[src/rtl/prng_byte_pkg.sv]
package prng_byte_pkg;

  typedef enum logic [1:0] {
    MODE_SET  = 2'b00,
    MODE_FILL = 2'b01,
    MODE_SEED = 2'b10,
    MODE_ALT  = 2'b11
  } initMode_e;

  typedef enum logic [1:0] {
    PH_RUN  = 2'd0,
    PH_FILL = 2'd1,
    PH_SEED = 2'd2
  } phase_e;

  typedef struct packed {
    logic loadOnes;
    logic loadZero;
    logic fillStep;
    logic seedStep;
    logic seedLast;
    logic run;
  } ctrlStrobe_t;

endpackage

[src/rtl/prng_byte_ctrl.sv]
module prng_byte_ctrl
  import prng_byte_pkg::*;
#(
  parameter int STATE_W     = 16,
  parameter int FILL_CYCLES = 6
) (
  input  logic        clk,
  input  logic        rst,
  input  logic [1:0]  initMode,
  output ctrlStrobe_t strobe,
  output logic        ready
);

  localparam int MAX_CNT = (STATE_W > FILL_CYCLES) ? STATE_W : FILL_CYCLES;
  localparam int CNT_W   = $clog2(MAX_CNT + 1);
  localparam logic [CNT_W-1:0] FILL_LAST = CNT_W'(FILL_CYCLES - 1);
  localparam logic [CNT_W-1:0] SEED_LAST = CNT_W'(STATE_W - 1);

  phase_e           phase;
  logic [CNT_W-1:0] cnt;
  logic             wantFill;
  logic             wantSeed;

  assign wantFill = (initMode == MODE_FILL);
  assign wantSeed = (initMode == MODE_SEED);

  always_ff @(posedge clk) begin
    if (rst) begin
      cnt <= '0;
      if (wantFill)      phase <= PH_FILL;
      else if (wantSeed) phase <= PH_SEED;
      else               phase <= PH_RUN;
    end else begin
      case (phase)
        PH_FILL: begin
          if (cnt == FILL_LAST) begin
            phase <= PH_RUN;
            cnt   <= '0;
          end else begin
            cnt <= cnt + 1'b1;
          end
        end
        PH_SEED: begin
          if (cnt == SEED_LAST) begin
            phase <= PH_RUN;
            cnt   <= '0;
          end else begin
            cnt <= cnt + 1'b1;
          end
        end
        default: cnt <= '0;
      endcase
    end
  end

  always_comb begin
    strobe = '0;
    if (rst) begin
      strobe.loadOnes = !(wantFill || wantSeed);
      strobe.loadZero = wantFill || wantSeed;
    end else begin
      case (phase)
        PH_FILL: strobe.fillStep = 1'b1;
        PH_SEED: begin
          strobe.seedStep = 1'b1;
          strobe.seedLast = (cnt == SEED_LAST);
        end
        default: strobe.run = 1'b1;
      endcase
    end
  end

  assign ready = (phase == PH_RUN);

  // the fill counter never runs past its window
  a_r3_fill_bounded: assert property (@(posedge clk) disable iff (rst)
    (phase == PH_FILL) |-> (cnt <= FILL_LAST));

  // the seed counter never runs past the state width
  a_r4_seed_bounded: assert property (@(posedge clk) disable iff (rst)
    (phase == PH_SEED) |-> (cnt <= SEED_LAST));

  // once ready, stays ready until reset
  a_r8_ready_holds: assert property (@(posedge clk) disable iff (rst)
    ready |=> ready);

endmodule

[src/rtl/prng_byte_datapath.sv]
module prng_byte_datapath
  import prng_byte_pkg::*;
#(
  parameter int               STATE_W     = 16,
  parameter int               OUT_W       = 8,
  parameter int               FILL_CYCLES = 6,
  parameter logic [STATE_W-1:0] TAPS      = 16'hB400
) (
  input  logic               clk,
  input  logic               rst,
  input  ctrlStrobe_t        strobe,
  input  logic               seedIn,
  output logic [OUT_W-1:0]   word
);

  localparam int FILL_BITS = (STATE_W + FILL_CYCLES - 1) / FILL_CYCLES;
  localparam logic [STATE_W-1:0] FILL_MASK =
    (STATE_W'(1) << FILL_BITS) - STATE_W'(1);

  logic [STATE_W-1:0] state;
  logic [STATE_W-1:0] seedNext;
  logic [STATE_W-1:0] leapNext;

  function automatic logic [STATE_W-1:0] leap(input logic [STATE_W-1:0] s);
    logic [STATE_W-1:0] t;
    t = s;
    for (int i = 0; i < OUT_W; i++) begin
      t = {t[STATE_W-2:0], ^(t & TAPS)};
    end
    return t;
  endfunction

  always_comb begin
    seedNext = {state[STATE_W-2:0], seedIn};
    if (strobe.seedLast && (seedNext == '0)) seedNext = '1;
  end

  assign leapNext = leap(state);

  always_ff @(posedge clk) begin
    if (strobe.loadOnes)      state <= '1;
    else if (strobe.loadZero) state <= '0;
    else if (strobe.fillStep) state <= (state << FILL_BITS) | FILL_MASK;
    else if (strobe.seedStep) state <= seedNext;
    else if (strobe.run)      state <= leapNext;
  end

  assign word = state[OUT_W-1:0];

  // the register never holds all zeros while running
  a_r7_never_zero: assert property (@(posedge clk) disable iff (rst)
    strobe.run |-> (state != '0));

  // a running state always moves on
  a_r6_advances: assert property (@(posedge clk) disable iff (rst)
    strobe.run |=> (state != $past(state)));

  // each fill step lands ones in the low bits
  a_r3_fill_ones: assert property (@(posedge clk) disable iff (rst)
    strobe.fillStep |=> (state[FILL_BITS-1:0] == '1));

  // each non-final seed step captures the serial bit in bit 0
  a_r4_seed_capture: assert property (@(posedge clk) disable iff (rst)
    (strobe.seedStep && !strobe.seedLast) |=> (state[0] == $past(seedIn)));

  // the final seed step never leaves a locked state
  a_r5_no_zero_seed: assert property (@(posedge clk) disable iff (rst)
    strobe.seedLast |=> (state != '0));

endmodule

[src/rtl/prng_byte_gen.sv]
module prng_byte_gen
  import prng_byte_pkg::*;
#(
  parameter int                 STATE_W     = 16,
  parameter int                 OUT_W       = 8,
  parameter int                 FILL_CYCLES = 6,
  parameter logic [STATE_W-1:0] TAPS        = 16'hB400
) (
  input  logic             clk,
  input  logic             rst,
  input  logic [1:0]       initMode,
  input  logic             seedIn,
  output logic             dataValid,
  output logic [OUT_W-1:0] dataOut
);

  ctrlStrobe_t        strobe;
  logic               ready;
  logic [OUT_W-1:0]   word;

  prng_byte_ctrl #(
    .STATE_W     (STATE_W),
    .FILL_CYCLES (FILL_CYCLES)
  ) ctrl_i (
    .clk      (clk),
    .rst      (rst),
    .initMode (initMode),
    .strobe   (strobe),
    .ready    (ready)
  );

  prng_byte_datapath #(
    .STATE_W     (STATE_W),
    .OUT_W       (OUT_W),
    .FILL_CYCLES (FILL_CYCLES),
    .TAPS        (TAPS)
  ) dp_i (
    .clk    (clk),
    .rst    (rst),
    .strobe (strobe),
    .seedIn (seedIn),
    .word   (word)
  );

  assign dataValid = ready;
  assign dataOut   = ready ? word : '0;

endmodule

[config.mk]
export PLATFORM = sky130hd
export DESIGN_NAME = prng_byte_gen
export DESIGN_NICKNAME = d
export VERILOG_FILES = /design/src/rtl/prng_byte_pkg.sv /design/src/rtl/prng_byte_ctrl.sv /design/src/rtl/prng_byte_datapath.sv /design/src/rtl/prng_byte_gen.sv
export SDC_FILE = /design/constraint.sdc
export NUM_CORES = 1
export LEC_CHECK = 0
export BUFFER_PORTS_ARGS = -buffer_cell sky130_fd_sc_hd__clkbuf_2
export CAP_MARGIN = 0
export CORE_UTILIZATION = 60
export CTS_BUF_LIST = sky130_fd_sc_hd__clkbuf_8 sky130_fd_sc_hd__clkbuf_16
export DETAILED_ROUTE_END_ITERATION = 10
export MAX_ROUTING_LAYER = met4
export PLACE_DENSITY = 0.78
export SYNTH_ARGS = -nofsm -noshare
export SYNTH_HDL_FRONTEND = slang
export SYNTH_SLANG_ARGS = --single-unit
[constraint.sdc]
create_clock -name clk -period 2.3 [get_ports clk]
set_input_delay 0.46 -clock clk [delete_from_list [all_inputs] [get_ports clk]]
set_output_delay 0.46 -clock clk [all_outputs]
set_load 0.01 [all_outputs]
==> impl_metrics.json <==
{
  "insertedDiodeCount": 0,
  "number_of_synthesized_flops_with_an_enable_pin": 2,
  "count_of_cell_types_in_the_netlist": 52,
  "cts_root_buf": "sky130_fd_sc_hd__clkbuf_8",
  "cts_max_level": 1,
  "synth_top_family_by_area": "simple AND/OR/NAND/NOR gates",
  "layout.core_utilization": 0.695,
  "asyncSetResetFlopFracSynth": 0,
  "post_detailed_route_via_to_cell_ratio": 6.46,
  "sequential_fraction_of_the_synthesis_area": 0.269,
  "worst_setup_hold_path_clk_slew_ns": 0.08,
  "tritoncts": "yes",
  "pin_slew_with_the_least_headroom_to_its_limit_ns": 0.935,
  "routedWlPerCell_um": 18.2,
  "synth.cell_area_um2": 1780,
  "num_io_pins": 14,
  "chipHeight_um": 56.5,
  "synth-warning-count": 0,
  "post-synth-top-area-fraction": 0.236,
  "clock_insertion_delay_worst_skew_ns": 0.27,
  "rows": 19,
  "ys_top_cells_by_area": "sky130_fd_sc_hd__dfxtp_1 (24%), sky130_fd_sc_hd__ha_1 (9.1%), sky130_fd_sc_hd__nor2_1 (5.0%), sky130_fd_sc_hd__xnor2_1 (4.9%), sky130_fd_sc_hd__and2_1 (3.9%)",
  "gr-total-overflow": 0,
  "timing.setup.tns_ns": 0,
  "post-route-cell-area_um2": 1930,
  "run_status": "finished clean",
  "timing_hold_violations_final": 0,
  "reg2reg_slack_ns": 0.14,
  "timing.final.ws_setup_ns": 0.144,
  "antenna_left": 0,
  "fillers": 231,
  "yosys_most_used_dff": "sky130_fd_sc_hd__dfxtp_1",
  "synth_mux_area_frac": 0.00561,
  "final_max_slew_viol_count": 0,
  "gp_congestion": 0.971,
  "power.static_leakage_nw": 0.821,
  "dpl_worst_slack_ns": 0.00716,
  "number_of_buffers_inserted_by_port_buffering": 13,
  "drtIter0Drc": 53,
  "synth_top_area_cell": "sky130_fd_sc_hd__dfxtp_1",
  "synth_area_per_cell_um2": 8.54,
  "hp-start": "ctrl_i.cnt[0]",
  "holdBufCountCts": 0,
  "setup.worst_path.start": "ctrl_i.phase[0]",
  "use_met3": 0.0438,
  "finalNetCount": 245,
  "postCtsResizedCells": 0,
  "grt.total_usage": 0.317,
  "gr-max-usage-layer": "met2",
  "placement.cell_area_um2": 1890,
  "syn_inst": 209,
  "yosys_register_bits": 23,
  "slew_headroom": 0.377,
  "final.period_utilization": 0.937,
  "timing.critical_path.arrival_ns": 2.33,
  "synth_xor_xnor_area_share": 0.0989,
  "endpoint": "dp_i.state[4]",
  "ir_drop_mv": 0.817,
  "crit_fanout": 12,
  "dp_hpwl_um": 3250,
  "wire_length_of_the_first_global_routing_pass_um": 7470,
  "grt.met2_usage": 0.508,
  "synth_simple_gate_area_share": 0.227,
  "finalCriticalPeriod_ns": 2.16,
  "drv_cap": 0,
  "endpoint_of_the_most_critical_register_to_register_path": "dp_i.state[4]",
  "drt-pass1-iter-count": 4,
  "die_area_um2": 3200,
  "synth-adder-area-share": 0.0912,
  "timing.hold.worst.class": "flip-flop to flip-flop",
  "critical_path.reg2reg.startpoint": "ctrl_i.phase[0]",
  "width_of_the_die_um": 56.5,
  "via_count": 1659,
  "grt_max_degree": 22,
  "drive_gt1_frac": 0.159,
  "setup-violations-final": 0,
  "post-cts-setup-buffer-count": 0,
  "worst_r2r_path_depth": 6,
  "synth-compound-area-share": 0.218,
  "cts_buffers": 3,
  "cp-start-kind": "flip-flop",
  "pwr_density_cell_nw_per_um2": 949,
  "start_util": 0.641,
  "area_delta_synth_final_pct": 8.42,
  "via_count_of_the_first_global_routing_pass": 1545,
  "syn_nets": 227,
  "setup.worst_path.class": "flip-flop to flip-flop",
  "skew_ns": 0.00665,
  "remaining_drc_errors": 0,
  "fmaxAchievable_ghz": 0.464,
  "detail_route.wirelength_um": 4680,
  "rsz0062_at_grt": "false",
  "worstPathRequired_ns": 2.47,
  "whs_ns": 0.473,
  "coreArea_um2": 2780,
  "antenna_found_initial": 0,
  "gr-usage-met1": 0.404,
  "ctsLongestPathBuffers": 2,
  "crit_path_end_kind": "flip-flop",
  "clock_sinks": 23
}
==> Yosys cell counts (all sizes together) (3+ instances only) <==
cell / number
o311ai: 4
nand2: 3
buf: 7
o32ai: 4
a31oi: 4
a311o: 4
and2: 11
clkinv: 3
nand2b: 8
xor2: 5
nor2: 25
a311oi: 4
o31ai: 7
ha: 13
xnor2: 10
nor3: 5
inv: 16
dfxtp: 21
clkbuf: 5
o21ai: 12
nor2b: 7
==> how the worst min path moves through the flow <==
stage | slack [ns] | depth (start not counted) | to
2_1_floorplan | 0.43 | 1 | ctrl_i.cnt[0]
3_3_place_gp | 0.45 | 1 | ctrl_i.cnt[0]
3_5_place_dp | 0.46 | 1 | ctrl_i.cnt[0]
4_1_cts | 0.48 | 1 | ctrl_i.cnt[0]
5_1_grt | 0.51 | 1 | ctrl_i.cnt[0]
6_report | 0.47 | 1 | ctrl_i.cnt[0]
==> layout by cell type, fill, tap and decap left out, types with 6 or more instances in the layout <==
master,count
sky130_fd_sc_hd__inv_1,17
sky130_fd_sc_hd__buf_4,12
sky130_fd_sc_hd__nand2b_1,8
sky130_fd_sc_hd__and2_1,11
sky130_fd_sc_hd__nor2b_1,6
sky130_fd_sc_hd__ha_1,13
sky130_fd_sc_hd__dfxtp_1,21
sky130_fd_sc_hd__nor2_1,24
sky130_fd_sc_hd__xnor2_1,10
sky130_fd_sc_hd__o31ai_1,7
sky130_fd_sc_hd__o21ai_0,8
sky130_fd_sc_hd__clkbuf_2,13
==> registers in the layout, summed over array words and instances (netlist names) <==
register	cells
dp_i.state	16
ctrl_i.cnt	5
ctrl_i.phase	2
==> area by class of cell <==
cell class / instances / area [um^2] / area share
flip-flops and latches: 23 / 480 / 0.248
repair buffers: 25 / 155 / 0.0802
multi-input cells: 155 / 1140 / 0.591
clock inverters: 1 / 3.75 / 0.00194
well taps: 31 / 38.8 / 0.0201
clock buffers: 3 / 41.3 / 0.0213
inverters: 19 / 71.3 / 0.0369
==> cells by family (layout without fill, tap and decap cells) <==
family / Yosys count / after routing
flip-flops: 23 / 23
AO/OA/AOI/OAI: 51 / 51
buffers and inverters: 31 / 48
XOR/XNOR: 17 / 17
multiplexers: 1 / 1
adder cells (fa/ha/maj): 13 / 13
AND/OR/NAND/NOR: 73 / 73
==> power by group <==
part | switching (mW) | total, mW | internal, mW
registers | 0.166 | 0.668 | 0.503
logic | 0.444 | 0.904 | 0.460
clock network | 0.144 | 0.264 | 0.120
total | 0.754 | 1.84 | 1.08
==> per-stage QoR <==
step,std cells,total power [mW]
3_3_place_gp,253,1.52
4_1_cts,257,1.81
5_1_grt,257,1.93
2_1_floorplan,209,1.29
3_5_place_dp,253,1.55
6_report,257,1.84
==> critical path, cell delays in order, from the launching register on <==
cell	delay [ns]
sky130_fd_sc_hd__edfxtp_1	0.41
sky130_fd_sc_hd__inv_1	0.10
sky130_fd_sc_hd__ha_1	0.24
sky130_fd_sc_hd__nor2b_2	0.17
sky130_fd_sc_hd__a21oi_1	0.72
sky130_fd_sc_hd__o21ai_0	0.23
sky130_fd_sc_hd__a21o_1	0.19
==> per-layer routing <==
| metal | vias up | part of all wire |
|---|---|---|
| met2 | 83 | 0.48 |
| met4 | 0 | 0.022 |
| met5 | - | 0 |
| li1 | 775 | - |
| met3 | 11 | 0.083 |
| met1 | 790 | 0.41 |
Note: power is estimated with default switching activity, not from simulation.
